File: config.mk
export PLATFORM = sky130hd
export DESIGN_NAME = pflash_query_fmt
export DESIGN_NICKNAME = d
export VERILOG_FILES = /design/src/rtl/qfmt_pkg.sv /design/src/rtl/qfmt_slice.sv /design/src/rtl/qfmt_pack.sv /design/src/rtl/pflash_query_fmt.sv
export SDC_FILE = /design/constraint.sdc
export NUM_CORES = 1
export LEC_CHECK = 0
export BUFFER_PORTS_ARGS = -buffer_cell sky130_fd_sc_hd__buf_2
export CELL_PAD_IN_SITES_DETAIL_PLACEMENT = 1
export CELL_PAD_IN_SITES_GLOBAL_PLACEMENT = 1
export CORE_ASPECT_RATIO = 1.2
export CORE_MARGIN = 5
export CORE_UTILIZATION = 30
export CTS_CLUSTER_DIAMETER = 150
export DETAILED_ROUTE_END_ITERATION = 6
export GPL_TIMING_DRIVEN = 0
export PLACE_DENSITY_LB_ADDON = 0.3
export SYNTH_ARGS = -nofsm -noshare
export SYNTH_HDL_FRONTEND = slang
export SYNTH_HIERARCHICAL = 1
export SYNTH_SLANG_ARGS = --single-unit
File: constraint.sdc
create_clock -name clk -period 12.2 [get_ports clk]
set_input_delay 1.22 -clock clk [delete_from_list [all_inputs] [get_ports clk]]
set_output_delay 1.22 -clock clk [all_outputs]
set_load 0.01 [all_outputs]
File: src/rtl/qfmt_pkg.sv
package qfmt_pkg;

   localparam int BUS_BYTES = 4;
   localparam int BUS_W     = 8 * BUS_BYTES;

   typedef struct packed {
      logic [1:0] bank_lg;
      logic [1:0] dev_lg;
      logic [1:0] max_lg;
   } qcfg_t;

   // Fixed query entries; every other location reads as zero.
   function automatic logic [7:0] tbl_byte(input logic [7:0] idx);
      case (idx)
         8'h10:   tbl_byte = 8'h51;
         8'h11:   tbl_byte = 8'h52;
         8'h12:   tbl_byte = 8'h59;
         8'h13:   tbl_byte = 8'h01;
         8'h15:   tbl_byte = 8'h31;
         8'h31:   tbl_byte = 8'h50;
         8'h32:   tbl_byte = 8'h52;
         8'h33:   tbl_byte = 8'h49;
         8'h34:   tbl_byte = 8'h31;
         8'h35:   tbl_byte = 8'h30;
         default: tbl_byte = 8'h00;
      endcase
   endfunction

endpackage

File: src/rtl/qfmt_slice.sv
module qfmt_slice
   import qfmt_pkg::*;
#(
   parameter int          OFS_W     = 16,
   parameter int          TBL_DEPTH = 82,
   parameter logic [15:0] MFR_ID    = 16'h0000,
   parameter logic [15:0] DEV_ID    = 16'h0000
) (
   input  qcfg_t              cfg,
   input  logic               ident,
   input  logic [OFS_W-1:0]   ofs,
   output logic [BUS_W-1:0]   resp
);

   localparam logic [OFS_W:0] DEPTH_V = (OFS_W+1)'(TBL_DEPTH);

   logic [2:0]       shamt;
   logic [OFS_W-1:0] idx;
   logic             past_end;
   logic [7:0]       tbyte;
   logic [BUS_W-1:0] dword;
   logic [1:0]       dmask;
   logic [2:0]       bank_bytes;
   logic [1:0]       sel;

   always_comb begin
      shamt      = 3'(cfg.bank_lg) + 3'(cfg.max_lg) - 3'(cfg.dev_lg);
      idx        = ofs >> shamt;
      past_end   = ({1'b0, idx} >= DEPTH_V);
      tbyte      = past_end ? 8'h00 : tbl_byte(idx[7:0]);
      dmask      = 2'((3'd1 << cfg.dev_lg) - 3'd1);
      bank_bytes = 3'd1 << cfg.bank_lg;

      if (ident) begin
         case (idx[7:0])
            8'd0:    dword = {16'h0000, MFR_ID};
            8'd1:    dword = {16'h0000, DEV_ID};
            default: dword = '0;
         endcase
      end else if (cfg.dev_lg != cfg.max_lg) begin
         dword = (cfg.dev_lg == 2'd0) ? {BUS_BYTES{tbyte}} : '0;
      end else begin
         dword = {24'h000000, tbyte};
      end

      resp = '0;
      sel  = '0;
      for (int k = 0; k < BUS_BYTES; k++) begin
         if (3'(k) < bank_bytes) begin
            sel = 2'(k) & dmask;
            resp[8*k +: 8] = dword[{sel, 3'b000} +: 8];
         end
      end
   end

   always_comb begin

      if (ident && idx[7:0] > 8'd1) begin
         id_other_zero_chk: assert (resp == '0);
      end

      if (!ident && past_end) begin
         past_table_zero_chk: assert (resp == '0);
      end
   end

endmodule

File: src/rtl/qfmt_pack.sv
module qfmt_pack
   import qfmt_pkg::*;
(
   input  logic [BUS_BYTES-1:0][BUS_W-1:0] slice_rsp,
   input  logic [1:0]                      bank_lg,
   input  logic [1:0]                      size,
   output logic [BUS_W-1:0]                data
);

   logic [1:0] s;
   logic [1:0] b;
   logic [1:0] bmask;
   logic [2:0] nbytes;

   always_comb begin
      data   = '0;
      s      = '0;
      b      = '0;
      bmask  = 2'((3'd1 << bank_lg) - 3'd1);
      nbytes = 3'd1 << size;
      for (int k = 0; k < BUS_BYTES; k++) begin
         if (size != 2'd3 && 3'(k) < nbytes) begin
            s = 2'(k >> bank_lg);
            b = 2'(k) & bmask;
            data[8*k +: 8] = slice_rsp[s][{b, 3'b000} +: 8];
         end
      end
   end

endmodule

File: src/rtl/pflash_query_fmt.sv
module pflash_query_fmt
   import qfmt_pkg::*;
#(
   parameter int          OFS_W     = 16,
   parameter int          TBL_DEPTH = 82,
   parameter logic [15:0] MFR_ID    = 16'h00A7,
   parameter logic [15:0] DEV_ID    = 16'h5C3E
) (
   input  logic             clk,
   input  logic             rst_n,
   input  logic             rd_req,
   input  logic             rd_ident,
   input  logic [OFS_W-1:0] rd_ofs,
   input  logic [1:0]       rd_size,
   input  logic [1:0]       cfg_bank_lg,
   input  logic [1:0]       cfg_dev_lg,
   input  logic [1:0]       cfg_max_lg,
   output logic             rd_valid,
   output logic [31:0]      rd_data,
   output logic             cfg_err
);

   generate
      if (OFS_W < 9 || OFS_W > 32) begin : g_bad_ofs
         $error("OFS_W must lie in 9..32");
      end
      if (TBL_DEPTH < 54 || TBL_DEPTH > 256) begin : g_bad_depth
         $error("TBL_DEPTH must lie in 54..256");
      end
   endgenerate

   qcfg_t cfg_q;
   logic  err_q;
   logic  err_d;

   always_comb begin
      err_d = (cfg_bank_lg == 2'd3) || (cfg_dev_lg == 2'd3) || (cfg_max_lg == 2'd3)
           || (cfg_dev_lg > cfg_bank_lg) || (cfg_max_lg < cfg_dev_lg);
   end

   always_ff @(posedge clk) begin
      if (!rst_n) begin
         cfg_q <= '{bank_lg: cfg_bank_lg, dev_lg: cfg_dev_lg, max_lg: cfg_max_lg};
         err_q <= err_d;
      end
   end

   logic [BUS_BYTES-1:0][BUS_W-1:0] slice_rsp;
   logic [BUS_W-1:0]                packed_data;

   for (genvar s = 0; s < BUS_BYTES; s++) begin : g_slice
      logic [OFS_W-1:0] s_ofs;
      assign s_ofs = rd_ofs + (OFS_W'(s) << cfg_q.bank_lg);
      qfmt_slice #(
         .OFS_W     (OFS_W),
         .TBL_DEPTH (TBL_DEPTH),
         .MFR_ID    (MFR_ID),
         .DEV_ID    (DEV_ID)
      ) i_slice (
         .cfg   (cfg_q),
         .ident (rd_ident),
         .ofs   (s_ofs),
         .resp  (slice_rsp[s])
      );
   end

   qfmt_pack i_pack (
      .slice_rsp (slice_rsp),
      .bank_lg   (cfg_q.bank_lg),
      .size      (rd_size),
      .data      (packed_data)
   );

   always_ff @(posedge clk) begin
      if (!rst_n) begin
         rd_valid <= 1'b0;
         rd_data  <= '0;
      end else begin
         rd_valid <= rd_req;
         if (rd_req) begin
            rd_data <= err_q ? '0 : packed_data;
         end
      end
   end

   assign cfg_err = err_q;


   reset_clear_chk: assert property (@(posedge clk)
      !rst_n |=> (!rd_valid && rd_data == '0));


   valid_follows_req_chk: assert property (@(posedge clk) disable iff (!rst_n)
      rd_req |=> rd_valid);


   valid_single_chk: assert property (@(posedge clk) disable iff (!rst_n)
      !rd_req |=> !rd_valid);


   cfg_hold_chk: assert property (@(posedge clk) disable iff (!rst_n)
      1'b1 |=> $stable(cfg_err));


   err_zero_chk: assert property (@(posedge clk) disable iff (!rst_n)
      (rd_valid && cfg_err) |-> rd_data == '0);


   narrow_upper_chk: assert property (@(posedge clk) disable iff (!rst_n)
      (rd_req && rd_size == 2'd0) |=> rd_data[31:8] == '0);

endmodule

==> After elaboration in Yosys (flattened, before gate mapping) <==
Index checks and enable logic that the tools add are counted.
{ "totals": {"register_bits": 40, "out_inout_bits": 34} }
{ "op_classes": {"n_addsub": 8, "n_lt_le_gt_ge": 18, "eq_ne": 49, "n_shift": 30, "muxes": 53, "reduce_logical": 21} }
{ "ops": {"columns": ["cell", "n"], "rows": [
  ["$mux 32", 16],
  ["$shiftx 32x6->8", 10],
  ["$bmux 32 s2", 4],
  ["$pmux 7 s8", 4],
  ["$mux 8", 21],
  ["$eq 8x5->1 const B", 20],
  ["$eq 8x6->1 const B", 20],
  ["$shiftx 32x5->8", 5],
  ["$pmux 15 s2", 4],
  ["$add 16x16->16", 4],
  ["$ge 16x7->1 const B", 4],
  ["$shr 16x3->16", 4],
  ["$eq 8x1->1 const B", 4],
  ["$logic_not 8->1", 4],
  ["$shl 1x2->16 const A", 2],
  ["$shl 2x2->16 const A", 2],
  ["$mux 7", 4],
  ["$reduce_or 2->1", 8],
  ["$lt 1x3->1 const A", 4],
  ["$lt 2x3->1 const A", 4],
  ["$lt 2x3->1 const B", 4],
  ["$eq 2x2->1 const B", 3],
  ["$shl 1x2->3 const A", 2],
  ["$logic_and 1x1->1", 4],
  ["other kinds (12)", 18]
]} }

==> Logic depth before layout (Yosys ltp) <==
Gate-level depths: netlist of run 1.
{ "logic_depth": {"depth_word": 17, "ltp_mapped": 21, "mapped_depth_nobuf": 20} }

==> Cells and area by module <==
The synthesis of run 1 kept the hierarchy.
{ "modules_own_cells": {"columns": ["module", "instances", "cells_per_inst", "area_per_inst_um2", "seq_area_each_um2"], "rows": [
  ["pflash_query_fmt", 1, 328, 2716.4, 870.8],
  ["qfmt_slice (g_slice[1].i_slice ...)", 2, 172, 1302.5, 0.0],
  ["qfmt_slice (g_slice[3].i_slice)", 1, 179, 1358.8, 0.0],
  ["qfmt_slice (g_slice[0].i_slice)", 1, 174, 1255.0, 0.0],
  ["qfmt_pack", 1, 95, 825.8, 0.0]
]} }

==> Worst setup path before layout of run 1 <==
No wires, ideal clock.
{ "synth_timing": {"path_kind": "input -> register", "startpoint": "input port rd_ofs[4]", "endpoint": "register rd_data[21]", "arrival_ns": 4.763, "required_time_ns": 12.061, "slack_ns": 7.298, "stages": 17, "path_buffers": 1, "cell_sequence": "ha_1 > buf_2 > o21ai_0 > a31o_2 > a21oi_1 > o21ai_0 > xnor2_1 > mux2i_1 > mux4_2 > a211oi_1 > nor2_4 > a21oi_1 > nor2_1 > mux2_4 > o211a_1 > a21oi_1 > nor2_1"} }
{ "synth_lines": {"columns": ["element", "line", "rtl"], "rows": [
  ["from (decl)", "pflash_query_fmt.sv:13", "input logic [OFS_W-1:0] rd_ofs,"],
  ["to (signal assigned)", "pflash_query_fmt.sv:81", "rd_data <= err_q ? '0 : packed_data;"],
  ["to (decl)", "pflash_query_fmt.sv:19", "output logic [31:0] rd_data,"]
]} }

==> results of run 1 <==
[critical path: cells and delay by family (launching register included)]
family | cells | cell delay (ps)
fa+ha+maj | 1 | 340
compound gates | 3 | 510
xor+xnor | 3 | 860
simple gates | 7 | 1670
mux | 2 | 980
buf+inv | 1 | 250
flops | 1 | 1030
[sequential cells by signal, indices dropped and copies added, names as in the netlist]
signal and cells:
cfg_err 1, rd_valid 1, cfg_q 6, rd_data 32
[routing by layer]
| metal | track usage (%) | up-vias |
|---|---|---|
| met4 | 4.726 | 0 |
| met3 | 0.9444 | 38 |
| met1 | 23.06 | 3755 |
| li1 | - | 3815 |
| met5 | 0 | - |
| met2 | 31.06 | 138 |
[power groups by stage]
stage          Combinational, mW  Clock, mW  Sequential (mW)
5_1_grt                    0.993      0.152            0.150
4_1_cts                    0.912      0.146            0.149
3_5_place_dp               0.906          0            0.152
2_1_floorplan              0.720          0            0.147
6_report                   0.912      0.142            0.149
3_3_place_gp               0.890          0            0.152
[path summary, 6_finish.rpt]
| kind | end |
|---|---|
| hold / removal | rd_data[30] |
| setup reg to reg | rd_data[11] |
| setup / recovery | rd_data[11] |
| hold reg to reg | rd_data[30] |
[metrics by stage]
step | util, % | total power, mW | cells | hold WS [ps]
floorplan | - | 0.8667 | 1019 | 490.2
global placement | 33.16 | 1.042 | 1420 | 461.1
detailed placement | 33.16 | 1.058 | 1420 | 471.5
CTS | 33.76 | 1.206 | 1428 | 480.0
global route | 33.76 | 1.295 | 1428 | 511.3
finish | 33.76 | 1.202 | 1428 | 473.1
[area by class of cell]
type,instances,area [um2],share of cell area [%]
buffer,67,406.6,4.447
clock buffer,6,150.1,1.642
clock inverter,2,12.51,0.1368
inverter,56,210.2,2.299
multi-input combinational,856,6763,73.96
sequential,40,870.8,9.524
tap,340,425.4,4.652
timing repair buffer,61,305.3,3.339
==> reports/results.tsv, run 1 <==
stage	metric	value	unit
sta	Final setup viols	0	
power	Leakage	3.816	nW
clocking	CTS tree	yes	
layout	Filler Cell Count	3350	
sta	slew of the pin with the lowest slew margin	1040	ps
routing	vias after detailed routing	7746	
global_route	global-route wire length before repair	44370	um
routing	WL per Instance	19.34	um
power	clock power share	11.8	%
floorplan	starting density of the core	30.46	%
routing	WL met2	13580	um
power	Cell Int Power	597.4	uW
routing	DRT Wirelength	27610	um
critical_path	slowest library cell on the worst path	edfxtp_1	
placement	gpl congestion	0.8751	
sta	unrepaired setup endpoints after global routing	false	
yosys	synthesized instance count	1019	
clocking	setup bufs post-CTS	0	
power	PD cells	131.5	nW/um2
clocking	Root Driver	clkbuf_16	
routing	post-route ant nets	0	
sta	Final WS setup	6495	ps
yosys	Net Count, Synth	1094	
critical_path	Critical Path Fanout Max	18	
critical_path	reg2reg start	cfg_q[5]	
sta	Period minus WS final	5705	ps
sta	Final Cycle Share	46.76	%
critical_path	Largest stage delay, worst path	1030	ps
layout	design area	9144	um2
clocking	Clock Sink Count	40	
critical_path	r2r worst-path depth	17	
routing	Starting DRT DRC Count	466	
critical_path	CP Data Required Time	12420	ps
routing	# DRC	0	
min_path	Worst Hold Class	reg2reg	
critical_path	Crit. End Element	register	
layout	Area Overhead vs Synth	10.83	%
power	Psw	604.8	uW
layout	n_diodes	0	
routing	M1 wire length	12680	um
routing	top layer in use	met4	
critical_path	Worst setup SP type	register	
global_route	antenna violations before repair	0	
critical_path	flop2flop setup slack	6490	ps
clocking	Worst-Skew Late Latency	290	ps
sta	Fmax	175.3	MHz
critical_path	CP Launch Point	cfg_q[5]	
global_route	Global Route Usage Sum	17.46	%
clocking	hold_buf cts	0	
floorplan	Die Y	191.7	um
routing	met3 wire length	728	um
clocking	post-CTS sizing	0	
placement	placed inst area	8981	um2
routing	Via density	5.424	
layout	commonest non-fill, non-tap cell in the layout	nor2_1	
clocking	clk buf depth	2	
critical_path	Arr. time, crit path	5930	ps
floorplan	I/O pins	62	
layout	most frequent cells in the layout	nor2_1, a21oi_1, buf_2	
layout	final net count	1162	
power	Comb pwr share	75.9	%
yosys	Synth Warn #	6	
yosys	Syn Area/Cell	8.097	um2
power	VDD IR max	56.36	uV
global_route	grt total ovfl	0	
placement	# port buffers	61	
sta	worst relative slew slack	30.70	%
placement	DP HPWL	22260	um
sta	setup_tns	0	ps
critical_path	most used cell, CP	nor2_1	
routing	drt pass-1 iters	4	
min_path	hold path depth	2	
clocking	clock-pin slew on the worst setup and hold paths	60	ps
power	Switching Share	50.31	%
sta	Slew Limit Fails	0	
min_path	hold_sp	rd_data[30]	
run	# Max-Cap Violations	0	
clocking	total CTS buffers	5	
critical_path	WS Path Type	reg2reg	
placement	pre-CTS setup slack	6481	ps
outcome	status	finished clean	
global_route	pin count of the biggest net entering global routing	19	
floorplan	die area	30930	um2
power	Seq pwr share	12.4	%
global_route	vias in the first global route	7907	
sta	Hold Fails Final Rpt	0	
floorplan	die width	161.4	um
critical_path	CP Cell Sequence	inv_1, ha_1, xnor2_1, a2bb2oi_2, nor4b_4, nor2_1, xnor2_1, mux2i_1, mux4_2, xnor2_1, nor4b_1, nor2_1, nor2_1, or3b_1, a21oi_1, a21oi_1, nor2_1	
clocking	CTS H-tree depth	2	
yosys	mapped cell area	8250	um2
layout	share of cells above drive strength 1	20.77	%
sta	clk_skew	4.191	ps
floorplan	CORE AREA	27090	um2
floorplan	Cell Rows	66	
No activity file was read; power rests on OpenSTA's default activity.
==> inputs of run 2 (changes only) <==
==> constraint.sdc (replaced) <==
create_clock -name clk -period 5.35 [get_ports clk]
set_input_delay 0.535 -clock clk [delete_from_list [all_inputs] [get_ports clk]]
set_output_delay 0.535 -clock clk [all_outputs]
set_load 0.01 [all_outputs]
==> run 2 against run 1 <==
Effect of this change: sequential share of layout area shrank 0.14 points; count of clock-buffer cells in the layout is the same; clock skew is essentially flat; worst setup slack lost 6200 ps; final area grew 1.5%; sequential cell count is the same; sequential power grew 120%; wire length grew 1.8%; critical path type unchanged; critical endpoint unchanged.
==> reports/results.tsv, run 2 (same netlist as run 1, synthesis figures left out) <==
stage	metric	value	unit	change
outcome	status	finished clean		unchanged
global_route	global-route wire length before repair	44920	um	was 44370 um
sta	Hold Fails Final Rpt	0		unchanged
critical_path	Crit. End Element	register		unchanged
placement	pre-CTS setup slack	-341.6	ps	was 6481 ps
clocking	Clock Sink Count	40		unchanged
placement	placed cells	1420		unchanged
critical_path	Worst setup SP type	register		unchanged
layout	Filler Cell Count	3346		was 3350
layout	share of cells above drive strength 1	22.15	%	was 20.77%
floorplan	Cell Rows	66		unchanged
min_path	hold_sp	cfg_dev_lg[0]		was rd_data[30]
routing	DRT Wirelength	28120	um	was 27610 um
run	# Max-Cap Violations	0		unchanged
clocking	clk buf depth	2		unchanged
global_route	Global Route Usage Sum	17.76	%	was 17.46%
clocking	CTS tree	yes		unchanged
layout	max FFs per register	32		unchanged
critical_path	Critical Path Fanout Max	8		was 18
layout	largest registers	rd_data x32, cfg_q x6		unchanged
routing	# DRC	0		unchanged
layout	Non-Filler Instances	1437		was 1428
power	Design Power	2.761	mW	was 1.202 mW
global_route	vias in the first global route	7920		was 7907
power	Leakage	3.893	nW	was 3.816 nW
critical_path	Arr. time, crit path	5290	ps	was 5930 ps
sta	slew of the pin with the lowest slew margin	895.8	ps	was 1040 ps
power	VDD IR max	129.3	uV	was 56.36 uV
sta	worst relative slew slack	40.28	%	was 30.70%
routing	Starting DRT DRC Count	451		was 466
sta	clk_skew	4.626	ps	was 4.191 ps
sta	Slew Limit Fails	0		unchanged
sta	Final Cycle Share	94.72	%	was 46.76%
sta	Period minus WS final	5067	ps	was 5705 ps
layout	commonest non-fill, non-tap cell in the layout	nor2_1		unchanged
power	PD cells	297.6	nW/um2	was 131.5 nW/um2
routing	vias after detailed routing	7802		was 7746
floorplan	die area	30930	um2	unchanged
routing	WL per Instance	19.57	um	was 19.34 um
sta	Final setup viols	0		unchanged
routing	drt pass-1 iters	5		was 4
floorplan	CORE AREA	27090	um2	unchanged
floorplan	die width	161.4	um	unchanged
power	Seq pwr share	11.8	%	was 12.4%
floorplan	I/O pins	62		unchanged
placement	gpl congestion	0.8751		unchanged
power	Switching Share	50.31	%	about the same
critical_path	CP Data Required Time	5570	ps	was 12420 ps
routing	post-route ant nets	0		unchanged
min_path	Worst Hold Class	in2reg		was reg2reg
floorplan	starting density of the core	30.46	%	unchanged
power	Cell Int Power	1.372	mW	was 597.4 uW
layout	Area Overhead vs Synth	12.48	%	was 10.83%
clocking	CTS H-tree depth	2		unchanged
power	Psw	1.389	mW	was 604.8 uW
critical_path	WS Path Type	reg2reg		unchanged
layout	Most flops, register	rd_data		unchanged
clocking	clock-pin slew on the worst setup and hold paths	60	ps	about the same
clocking	Root Driver	clkbuf_16		unchanged
global_route	grt total ovfl	0		unchanged
placement	# port buffers	61		unchanged
global_route	pin count of the biggest net entering global routing	19		unchanged
layout	n_diodes	0		unchanged
clocking	hold_buf cts	0		unchanged
floorplan	Die Y	191.7	um	unchanged
sta	Final WS setup	282.6	ps	was 6495 ps
critical_path	CP Launch Point	cfg_q[5]		unchanged
routing	Via density	5.429		was 5.424
clocking	total CTS buffers	5		unchanged
sta	setup_tns	0	ps	unchanged
layout	final net count	1171		was 1162
global_route	antenna violations before repair	0		unchanged
sta	unrepaired setup endpoints after global routing	false		unchanged
critical_path	reg2reg start	cfg_q[5]		unchanged
placement	DP HPWL	22260	um	unchanged
layout	fin util	34.26	%	was 33.76%
layout	most frequent cells in the layout	nor2_1, a21oi_1, buf_2		unchanged
sta	Fmax	197.3	MHz	was 175.3 MHz
power	clock power share	11.7	%	was 11.8%
clocking	Worst-Skew Late Latency	290	ps	about the same
power	Comb pwr share	76.5	%	was 75.9%
-- run 2: repair_timing --
item / 4_1_cts / 5_1_grt
endpoints found under the setup margin: 24 / 8
gates resized for setup: 0 / 8
gates cloned: 0 / 0
buffers inserted: 7 / 2
-- run 2: worst max-delay path, cell delays in order, from the launching register on --
cell and delay, ps:
edfxtp_1 370, buf_4 190, buf_4 160, ha_1 200
ha_1 390, nand2_1 110, a311oi_1 330, nor2_1 190
nor2_1 230, xor2_2 290, mux2i_1 230, mux4_2 610
xnor2_1 170, nor4b_1 450, nor2_1 110, nor2_1 180
or3b_1 370, a21oi_1 230, a21oi_1 100, nor2_1 90
-- run 2: final cells by class --
class / instances / area [um2] / share of cell area, %
clock inverter: 2 / 12.51 / 0.1348
sequential: 40 / 870.8 / 9.384
clock buffer: 6 / 150.1 / 1.618
buffer: 67 / 406.6 / 4.382
multi-input combinational: 856 / 6819 / 73.48
timing repair buffer: 70 / 385.4 / 4.153
inverter: 56 / 210.2 / 2.265
tap: 340 / 425.4 / 4.584
-- run 2: power by group through the flow --
stage               combinational (mW)  sequential, mW  clock, mW
floorplan                         1.64           0.334          0
global placement                  2.03           0.346          0
detailed placement                2.07           0.347          0
CTS                               2.10           0.330      0.332
global route                      2.30           0.326      0.347
finish                            2.11           0.325      0.324
-- run 2: path summary, 6_finish.rpt --
kind              depth (start not counted)  slack (ps)          end
setup reg to reg                         19         280  rd_data[11]
setup / recovery                         19         280  rd_data[11]
hold reg to reg                           2         470  rd_data[30]
hold / removal                            1         450     cfg_q[2]
-- run 2: stage by stage --
step                      instance area (um2)  hold WS, ps
after global routing                     9280        450.0
after floorplan                          8250        490.2
final                                    9280        450.3
after CTS                                9196        444.2
after global placement                   8981        461.1
after detailed placement                 8981        471.5
-- run 2: metal layers --
layer	track usage (%)	part of all wire, %	vias up	routed length (um)
met3	0.9229	2.1	40	595
met1	23.36	46	3812	12980
met5	0	0	-	0
li1	-	-	3826	-
met4	4.628	2.3	0	638
met2	31.80	49	124	13900
==> inputs of run 3 (changes only) <==
--- a/config.mk
+++ b/config.mk
@@ -14,7 +14,7 @@
 export CTS_CLUSTER_DIAMETER = 150
 export DETAILED_ROUTE_END_ITERATION = 6
 export GPL_TIMING_DRIVEN = 0
-export PLACE_DENSITY_LB_ADDON = 0.3
+export PLACE_DENSITY = 0.55
 export SYNTH_ARGS = -nofsm -noshare
 export SYNTH_HDL_FRONTEND = slang
 export SYNTH_HIERARCHICAL = 1
==> run 3 against run 2 <==
Effect of this change: register-to-register slack gained 70 ps; first-iteration DRC count shrank 27%; critical path type unchanged; critical endpoint is now rd_data[21]; non-clock buffer count grew 6; clock skew is essentially flat.
==> reports/results.tsv, run 3 (same netlist as run 1, synthesis figures left out) <==
stage	metric	value	unit	change
outcome	status	finished clean		unchanged
sta	worst relative slew slack	36.57	%	was 40.28%
global_route	pin count of the biggest net entering global routing	19		unchanged
critical_path	Crit. End Element	register		unchanged
clocking	clock-pin slew on the worst setup and hold paths	60	ps	about the same
power	VDD IR max	150.7	uV	was 129.3 uV
routing	Via density	5.376		was 5.429
sta	Fmax	199.9	MHz	was 197.3 MHz
global_route	global-route wire length before repair	45200	um	was 44920 um
sta	slew of the pin with the lowest slew margin	951.5	ps	was 895.8 ps
routing	# DRC	0		unchanged
clocking	Worst-Skew Late Latency	280	ps	was 290 ps
routing	post-route ant nets	0		unchanged
layout	final net count	1177		was 1171
layout	Area Overhead vs Synth	12.68	%	was 12.48%
placement	DP HPWL	23100	um	was 22260 um
critical_path	Worst setup SP type	register		unchanged
floorplan	Cell Rows	66		unchanged
min_path	Worst Hold Class	in2reg		unchanged
clocking	Clock Sink Count	40		unchanged
critical_path	most used cell, CP	nor2_1		unchanged
global_route	Top Usage Layer GRT	met2		unchanged
floorplan	die width	161.4	um	unchanged
sta	setup_tns	0	ps	unchanged
power	clock power share	10.5	%	was 11.7%
layout	commonest non-fill, non-tap cell in the layout	nor2_1		unchanged
critical_path	Critical Path Fanout Max	7		was 8
min_path	hold path depth	1		unchanged
placement	pre-CTS setup slack	-379.6	ps	was -341.6 ps
layout	share of cells above drive strength 1	22.30	%	was 22.15%
critical_path	worst reg2reg path endpoint	rd_data[21]		was rd_data[11]
placement	# port buffers	61		unchanged
power	Psw	1.367	mW	was 1.389 mW
power	PD cells	292.1	nW/um2	was 297.6 nW/um2
min_path	hold_sp	cfg_dev_lg[0]		unchanged
global_route	vias in the first global route	8085		was 7920
layout	max FFs per register	32		unchanged
floorplan	I/O pins	62		unchanged
clocking	total CTS buffers	5		unchanged
min_path	Endpoint, Worst Hold	cfg_q[2]		unchanged
clocking	CTS H-tree depth	2		unchanged
routing	DRT Wirelength	28780	um	was 28120 um
critical_path	CP Cell Sequence	buf_4, inv_1, ha_1, ha_1, inv_1, a2bb2oi_2, nor4b_4, nor2_1, xnor2_1, mux2i_1, mux4_2, a211oi_1, nor2_4, a21oi_1, nor2_1, mux2_4, o211a_1, a21oi_1, nor2_1		was buf_4, buf_4, ha_1, ha_1, nand2_1, a311oi_1, nor2_1, nor2_1, xor2_2, mux2i_1, mux4_2, xnor2_1, nor4b_1, nor2_1, nor2_1, or3b_1, a21oi_1, a21oi_1, nor2_1
global_route	Global Route Usage Sum	18.10	%	was 17.76%
layout	largest registers	rd_data x32, cfg_q x6		unchanged
clocking	Root Driver	clkbuf_16		unchanged
global_route	GR met2 Demand/Resource	33.31	%	was 31.80%
global_route	GR Util met3	1.481	%	was 0.9229%
critical_path	Largest stage delay, worst path	620	ps	was 610 ps
power	Comb pwr share	77.5	%	was 76.5%
global_route	grt total ovfl	0		unchanged
critical_path	flop2flop setup slack	350	ps	was 280 ps
global_route	M1 GR Usage	22.27	%	was 23.36%
critical_path	slowest library cell on the worst path	mux4_2		unchanged
power	Cell Int Power	1.348	mW	was 1.372 mW
critical_path	Worst path top cell family by delay	compound AO/OA/AOI/OAI gates		was simple AND/OR/NAND/NOR gates
layout	n_diodes	0		unchanged
routing	WL per Instance	19.95	um	was 19.57 um
layout	Most flops, register	rd_data		unchanged
global_route	antenna violations before repair	0		unchanged
sta	Period minus WS final	5001	ps	was 5067 ps
power	Switching Share	50.35	%	was 50.31%
clocking	CTS tree	yes		unchanged
power	Seq pwr share	11.9	%	was 11.8%
routing	drt pass-1 iters	4		was 5
floorplan	Die Y	191.7	um	unchanged
critical_path	reg2reg start	cfg_q[5]		unchanged
floorplan	starting density of the core	30.46	%	unchanged
sta	Final Cycle Share	93.48	%	was 94.72%
sta	clk_skew	4.962	ps	was 4.626 ps
critical_path	CP Data Required Time	5490	ps	was 5570 ps
routing	vias after detailed routing	7758		was 7802
floorplan	die area	30930	um2	unchanged
critical_path	WS Path Type	reg2reg		unchanged
sta	Hold Fails Final Rpt	0		unchanged
clocking	clk buf depth	2		unchanged
sta	Final setup viols	0		unchanged
layout	most frequent cells in the layout	nor2_1, a21oi_1, buf_2		unchanged
run	# Max-Cap Violations	0		unchanged
sta	Slew Limit Fails	0		unchanged
critical_path	CP bufs+invs	3		was 2
sta	Final WS setup	348.7	ps	was 282.6 ps
power	Leakage	3.915	nW	was 3.893 nW
critical_path	r2r worst-path depth	19		unchanged
placement	gpl congestion	0.8639		was 0.8751
floorplan	CORE AREA	27090	um2	unchanged
sta	unrepaired setup endpoints after global routing	false		unchanged
routing	Starting DRT DRC Count	327		was 451
critical_path	Arr. time, crit path	5140	ps	was 5290 ps
run 3: area by class of cell:
class                           count  area, um2
Fill cell                        3341      17790
Buffer                             67      406.6
Tap cell                          340      425.4
Multi-Input combinational cell    856       6817
Inverter                           56      210.2
Clock inverter                      1      3.754
Clock buffer                        7      132.6
Sequential cell                    40      870.8
Timing Repair Buffer               76      430.4
run 3: how the worst max path moves through the flow:
stage | cells after the start | slack (ps) | start | to
after floorplan | 19 | 880 | cfg_q[5] | rd_data[21]
after global placement | 18 | -410 | cfg_q[5] | rd_data[13]
after detailed placement | 18 | -380 | cfg_q[5] | rd_data[13]
after CTS | 15 | 60 | cfg_q[3] | rd_data[11]
after global routing | 18 | 10 | cfg_q[5] | rd_data[21]
final | 19 | 350 | cfg_q[5] | rd_data[21]
run 3: metal layers:
metal	share of wire, %	vias to the layer above
met4	2.7	0
met2	50	119
met5	0	-
li1	-	3834
met3	2.6	35
met1	44	3770
run 3: power groups by stage:
stage	combinational, mW	clock [mW]	sequential, mW
finish	2.10	0.286	0.324
global route	2.30	0.307	0.325
CTS	2.10	0.294	0.333
detailed placement	2.06	0	0.349
global placement	2.05	0	0.349
floorplan	1.64	0	0.334
run 3: repair_timing:
item | 4_1_cts | 5_1_grt
hold buffers | 0 | 0
gates resized for setup | 1 | 7
endpoints found under the setup margin | 24 | 11
setup buffers | 7 | 8
run 3: stage by stage:
| stage | instances | power (mW) | instance area (um2) | utilization [%] | hold slack, ps |
|---|---|---|---|---|---|
| 3_5_place_dp | 1420 | 2.414 | 8981 | 33.16 | 470.6 |
| 5_1_grt | 1443 | 2.934 | 9296 | 34.32 | 464.8 |
| 3_3_place_gp | 1420 | 2.402 | 8981 | 33.16 | 465.1 |
| 6_report | 1443 | 2.715 | 9296 | 34.32 | 460.7 |
| 4_1_cts | 1435 | 2.723 | 9188 | 33.92 | 458.3 |
| 2_1_floorplan | 1019 | 1.976 | 8250 | - | 490.2 |
